--- config.mk ---
export PLATFORM = sky130hd
export DESIGN_NAME = sdac_front
export DESIGN_NICKNAME = d
export VERILOG_FILES = /design/src/rtl/sdac_pkg.sv /design/src/rtl/sdac_sync.sv /design/src/rtl/sdac_shreg.sv /design/src/rtl/sdac_frame_mon.sv /design/src/rtl/sdac_front.sv
export SDC_FILE = /design/constraint.sdc
export NUM_CORES = 1
export LEC_CHECK = 0
export BUFFER_PORTS_ARGS = -buffer_cell sky130_fd_sc_hd__buf_2
export CORE_MARGIN = 2
export CORE_UTILIZATION = 50
export DETAILED_ROUTE_END_ITERATION = 8
export GPL_TIMING_DRIVEN = 0
export PLACE_DENSITY = 0.68
export SLEW_MARGIN = 10
export SYNTH_ARGS = -nofsm -noshare
export SYNTH_HDL_FRONTEND = slang
export SYNTH_SLANG_ARGS = --single-unit
--- constraint.sdc ---
create_clock -name clk -period 1.6 [get_ports clk]
set_input_delay 0.16 -clock clk [delete_from_list [all_inputs] [get_ports clk]]
set_output_delay 0.16 -clock clk [all_outputs]
set_load 0.02 [all_outputs]
--- src/rtl/sdac_pkg.sv ---
package sdac_pkg;
  localparam int WORD_W = 16;

  // Shift one bit into the LSB end of a word.
  function automatic logic [WORD_W-1:0] shift_in(input logic [WORD_W-1:0] word, input logic b);
    return {word[WORD_W-2:0], b};
  endfunction

  // Framing rule: an edge of latch enable is legal only if a serial
  // clock rise happened in the phase that is ending (or on the same cycle).
  function automatic logic phase_bad(input logic seen, input logic rise_now);
    return !(seen || rise_now);
  endfunction
endpackage

--- src/rtl/sdac_sync.sv ---
module sdac_sync #(
  parameter int N      = 3,
  parameter int STAGES = 2
) (
  input  logic         clk,
  input  logic         rst_n,
  input  logic [N-1:0] async_i,
  output logic [N-1:0] sync_o,
  output logic [N-1:0] prev_o
);
  for (genvar i = 0; i < N; i++) begin : g_bit
    logic [STAGES:0] chain;
    always_ff @(posedge clk or negedge rst_n) begin
      if (!rst_n) chain <= '0;
      else        chain <= {chain[STAGES-1:0], async_i[i]};
    end
    assign sync_o[i] = chain[STAGES-1];
    assign prev_o[i] = chain[STAGES];
  end
endmodule

--- src/rtl/sdac_shreg.sv ---
module sdac_shreg
  import sdac_pkg::*;
(
  input  logic              clk,
  input  logic              rst_n,
  input  logic              shift_en,
  input  logic              bit_i,
  output logic [WORD_W-1:0] word_o
);
  always_ff @(posedge clk or negedge rst_n) begin
    if (!rst_n)        word_o <= '0;
    else if (shift_en) word_o <= shift_in(word_o, bit_i);
  end
endmodule

--- src/rtl/sdac_frame_mon.sv ---
module sdac_frame_mon
  import sdac_pkg::*;
(
  input  logic clk,
  input  logic rst_n,
  input  logic sclk_rise,
  input  logic le_rise,
  input  logic le_fall,
  output logic err_o
);
  logic seen_hi, seen_lo;
  logic bad_fall, bad_rise;

  assign bad_fall = le_fall && phase_bad(seen_hi, sclk_rise);
  assign bad_rise = le_rise && phase_bad(seen_lo, sclk_rise);

  always_ff @(posedge clk or negedge rst_n) begin
    if (!rst_n) begin
      seen_hi <= 1'b0;
      seen_lo <= 1'b1;  // latch enable is taken as low with its low phase satisfied after reset
      err_o   <= 1'b0;
    end else begin
      if (le_rise)        seen_hi <= 1'b0;
      else if (sclk_rise) seen_hi <= 1'b1;
      if (le_fall)        seen_lo <= 1'b0;
      else if (sclk_rise) seen_lo <= 1'b1;
      if (bad_fall || bad_rise) err_o <= 1'b1;
    end
  end
endmodule

--- src/rtl/sdac_front.sv ---
module sdac_front
  import sdac_pkg::*;
#(
  parameter int SYNC_STAGES = 2
) (
  input  logic              clk,
  input  logic              rst_n,
  input  logic              ser_clk,
  input  logic              ser_data,
  input  logic              ser_le,
  output logic [WORD_W-1:0] dac_word,
  output logic              frame_err
);
  logic [2:0] s_now, s_prev;
  logic       sclk_rise, le_rise, le_fall;
  logic [WORD_W-1:0] shift_q;

  sdac_sync #(.N(3), .STAGES(SYNC_STAGES)) u_sync (
    .clk(clk), .rst_n(rst_n),
    .async_i({ser_data, ser_le, ser_clk}),
    .sync_o(s_now), .prev_o(s_prev)
  );

  assign sclk_rise = s_now[0] && !s_prev[0];
  assign le_rise   = s_now[1] && !s_prev[1];
  assign le_fall   = !s_now[1] && s_prev[1];

  sdac_shreg u_shreg (
    .clk(clk), .rst_n(rst_n),
    .shift_en(sclk_rise), .bit_i(s_now[2]), .word_o(shift_q)
  );

  sdac_frame_mon u_mon (
    .clk(clk), .rst_n(rst_n),
    .sclk_rise(sclk_rise), .le_rise(le_rise), .le_fall(le_fall),
    .err_o(frame_err)
  );

  always_ff @(posedge clk or negedge rst_n) begin
    if (!rst_n)       dac_word <= '0;
    else if (le_fall) dac_word <= shift_q;
  end
endmodule

-- Word-level counts from Yosys, hierarchy flattened
Index checks and enable logic that the tools add are counted.
- bits in registers: 43
- bits of input ports: 5
- output and inout bits: 17
- word-level logic and storage cells: 26
- mux-type cells: 3
- reduce and logical (&&, ||, !) cells: 15
- operator list (cell ; number):
    $logic_and A1 B1 Y1 ; 5
    $logic_not A1 Y1 ; 5
    $reduce_bool A2 Y1 ; 2
    $logic_or A1 B1 Y1 ; 3
    $mux W1 ; 3

-- Depth between registers and ports, before layout
- depth after elaboration: 6
- depth in mapped cells: 5
- gate-level depth less buffers: 3

-- Hierarchy
Synthesis repeated with hierarchy kept, for this count alone.
- cell total of the unflattened synthesis: 97
- area, all modules: 1712.9 um^2
- modules (own cells, without submodules) (module ; instances ; cells an instance ; area each (um^2) ; sequential area each (um^2)):
    sdac_front ; 1 ; 37 ; 674.4 ; 400.4
    sdac_shreg ; 1 ; 34 ; 649.4 ; 400.4
    sdac_sync ; 1 ; 15 ; 270.3 ; 225.2
    sdac_frame_mon ; 1 ; 11 ; 118.9 ; 76.3

-- Worst setup path before layout
OpenSTA, ideal clock, no wires.
- kind: register -> register
- start point: reg u_sync.g_bit[1].chain[1]
- end point: reg dac_word[10]
- setup time: 0.125 ns
- data arrival time: 1.067 ns
- data required time: 1.475 ns
- path slack: 0.408 ns
- stages on the path, launching flop included: 5
- path buffers: 2
- clock period less this slack: 1.192 ns
- path through: dfrtp_1 > nor2b_4 > buf_6 > buf_12 > mux2_4
- longest elaborated chain between the ends: 2
- RTL lines (item ; line ; text):
    from (decl) ; sdac_sync.sv:12 ; logic [STAGES:0] chain;
    from (signal assigned) ; sdac_sync.sv:15 ; else chain <= {chain[STAGES-1:0], async_i[i]};
    $logic_not A1 Y1 ; sdac_front.sv:26 ; assign le_fall = !s_now[1] && s_prev[1];
    $logic_and A1 B1 Y1 ; sdac_front.sv:26 ;
    to (signal assigned) ; sdac_front.sv:41 ; else if (le_fall) dac_word <= shift_q;
    to (decl) ; sdac_front.sv:11 ; output logic [WORD_W-1:0] dac_word,
No other way between the ends.
A chain may end at the register's enable or synchronous reset.

-- Final worst setup path
- start point: reg u_sync.g_bit[0].chain[2]
- end point: reg u_shreg.word_o[0]
- longest elaborated chain between the ends: 2
- RTL lines (item ; line ; text):
    from (decl) ; sdac_sync.sv:12 ;
    from (signal assigned) ; sdac_sync.sv:15 ;
    $logic_not A1 Y1 ; sdac_front.sv:24 ; assign sclk_rise = s_now[0] && !s_prev[0];
    $logic_and A1 B1 Y1 ; sdac_front.sv:24 ;
    to (signal assigned) ; sdac_shreg.sv:12 ; else if (shift_en) word_o <= shift_in(word_o, bit_i);
    to (decl) ; sdac_shreg.sv:8 ; output logic [WORD_W-1:0] word_o
No other way between the ends.

==> results.txt <==
- 0 antenna diodes ended up in the layout.
- Gpl congestion: between 0.6 and 0.7
- In this run, post-CTS hold repair placed 4 buffers.
- Maximum level of the CTS H-tree: 2
- The floorplan step defined a die boundary enclosing approximately 0.0037 sq mm.
* Sequential fraction of the synthesis area: around two thirds
- Mean area per synthesized cell: approximately 18 sq um
* Vias post-DR: 794
- Highest clock rate: 0.773 GHz
* R2r worst-path depth: 4
* Post-route standard cell area excluding fillers: approximately 0.0019 sq mm
- Static leakage: around 0.9 nW
* Synthesized cell area: about 0.0016 sq mm
- Post-CTS timing repair inserted 0 buffers for setup.
* Die W: about 60 um
* Synth-to-layout area growth: 17.3%
* Total wire length after detailed routing: approximately 2.2 mm
- In this run the clock root is driven by a sky130_fd_sc_hd__clkbuf_4.
- Syn_nets: 95
- Pwr dens: approximately 1700 mW/mm^2
* Most used cells in the layout excluding fill and tap cells: sky130_fd_sc_hd__dfrtp_1, sky130_fd_sc_hd__mux2_2, sky130_fd_sc_hd__buf_2
* Flip-flop and latch count after synthesis: 43
- Share of post-route cells with drive strength above 1: between 50% and 60%
- Number of nets in the final layout: 127
- Input and output buffers added on the ports amount to 21.
- Class of the most critical setup path: reg2reg
* Worst path arrival time: 1540 ps
* Startpoint of the worst-slack reg-to-reg timing path: u_sync.g_bit[0].chain[2]$_DFF_PN0_
- The library cell used most frequently in the layout, excluding fill and tap cells, is sky130_fd_sc_hd__dfrtp_1.
- The count of nets left with antenna violations once routing finished came out at 0.
- Across the run, the number of max-cap violations was 0.
- Pin count of the biggest net entering global routing: 44
* Worst setup slack for register-to-register paths: around 300 ps
* Critical Path Sink Type: flop
* 1st-pass router iterations: 2
- The initial antenna violation count came to 0.
* Area of the core: around 0.0031 sq mm
* CTS sink count: 43
* Worst skew pair latency: 360 ps
- Number of distinct library cells after synthesis: 12
* Number of instances in the placed design: about 160
- TritonCTS created 5 clock buffers.
* Share of the clock period used by the worst path: 80.8%
- The via count of the first global-routing pass was roughly 790.
- On the final layout, the worst clock skew is 13.1 ps.
* Final core utilization: between 60% and 70%
- Post-Syn Instances: 90
- Using the TritonRoute via totals, the vias-per-cell ratio works out to approximately 4.8.
- Yosys printed 0 warnings.
- Number of top-level pins: 22
- Status: finished clean
- TritonCTS clock tree: built
* Setup repair after global routing missed its margin: no
- The detailed router finished its first iteration with 32 violations.
- STA puts the critical path data required time at around 1800 ps.
* Element type at the critical path start: flop
- Overall overflow remaining after global route: 0
- First-pass GRT wire length: about 3.7 mm
- In this run, post-CTS repair resized a total of 0 instances.
* Total placed instance area: 0.00175 sq mm
- Total track usage: roughly 15%
- Summed over all instances, the cell type with the most area after synthesis is sky130_fd_sc_hd__dfrtp_1.
* Routed WL per cell: about 13 um
- Min-Delay Path Class: reg2reg
- In the routed design, unresolved DRC markers number 0.
* Worst slew pin tran: ~900 ps
- Launching element of the worst setup path: u_sync.g_bit[0].chain[2]$_DFF_PN0_
* Worst ir drop on vdd: 0.000789 V
- Clock edge transition at the registers on the reported setup and hold paths: roughly 120 ps
- DPL Wire Length: ~1.4 mm
* Cell types occupying the most area after synthesis: sky130_fd_sc_hd__dfrtp_1, sky130_fd_sc_hd__mux2_2, sky130_fd_sc_hd__mux2_4
- Yosys top cell area share: between 60 and 70%
* Critical-path maximum fanout: 10
* Startpoint of the most critical hold path: u_sync.g_bit[0].chain[0]$_DFF_PN0_
- The longest clock path from root to sink contains 2 buffers.
* Max Transition Viols Final: 0
- Die Height: 60.4 um
* Final critical-path required period: 1290 ps
- The worst hold path passes through 0 cells.
- Rel. slew slack: around two fifths
- Number of failing setup endpoints in the final timing report: 0
- Final setup TNS: 0 ps
* Non-filler instance count after layout: about 170
- In this run the core area contains 20 standard-cell rows.
* Starting utilization of the core area: between 50 and 60%
* Final hold vios: 0
==> layout make-up <==
cell class	count	area, sq um
inverter	2	7.51
multi-input combinational	41	454
clock inverter	1	30.0
buffer	4	53.8
clock buffer	7	45.0
timing repair buffer	25	145
tap	44	55.1
fill	244	1180
sequential	43	1080
==> worst paths after layout <==
path	endpoint
max	u_shreg.word_o[0]$_DFFE_PN0P_
min	u_sync.g_bit[0].chain[1]$_DFF_PN0_
max reg2reg	u_shreg.word_o[0]$_DFFE_PN0P_
min reg2reg	u_sync.g_bit[0].chain[1]$_DFF_PN0_
max in group asynchronous	dac_word[0]$_DFFE_PN0P_
min in group asynchronous	u_shreg.word_o[5]$_DFFE_PN0P_
==> critical path, stage by stage, from the launching register on <==
cell and delay [ps]:
sky130_fd_sc_hd__dfrtp_1 420, sky130_fd_sc_hd__nor2b_4 110, sky130_fd_sc_hd__buf_6 150, sky130_fd_sc_hd__buf_6 160
sky130_fd_sc_hd__mux2_2 340
==> per-stage QoR <==
step / hold WS [ps] / total power, mW / setup WS (ps)
CTS: 365 / 3.19 / 298
floorplan: -136 / 2.24 / 408
global route: 377 / 3.35 / 260
detailed placement: 269 / 2.52 / 325
finish: 361 / 3.15 / 307
global placement: 268 / 2.49 / 341
==> state kept, by name, indices dropped and copies added (netlist names) <==
signal,count
u_sync.g_bit.chain,8
u_mon.seen_hi,1
u_shreg.word_o,16
u_mon.seen_lo,1
dac_word,16
u_mon.err_o,1
==> cells in the mapped netlist, drive strengths merged <==
cell / count
dfrtp: 42
a21oi: 2
o21bai: 1
nor2: 3
nor2b: 2
dfstp: 1
inv: 2
nor3b: 1
mux2: 32
buf: 4
==> cell families (layout without fill, tap and decap cells) <==
logic type             count (synthesis)  count (layout)  share of synthesized area (%)
flip-flops                            43              43                           67.6
buffers and inverters                  6              39                           3.85
AND/OR/NAND/NOR                        6               6                           2.91
multiplexers                          32              32                           24.5
AO/OA/AOI/OAI                          3               3                           1.10
==> where the power goes <==
group	internal (mW)	total, mW	leakage [nW]	switching [mW]
Combinational	0.453	0.851	0.332	0.398
Clock	0.332	0.667	0.0395	0.335
Sequential	1.44	1.63	0.525	0.198
==> metal layers <==
metal	track usage, %	wire length, um	part of all wire [%]	up-vias
met3	7.04	108	4.9	6
met5	0	0	0	-
met1	18.9	1000	45	397
met4	8.39	55	2.5	0
met2	20.7	1040	47	19
li1	-	-	-	372
(Power assumes the default switching activity.)
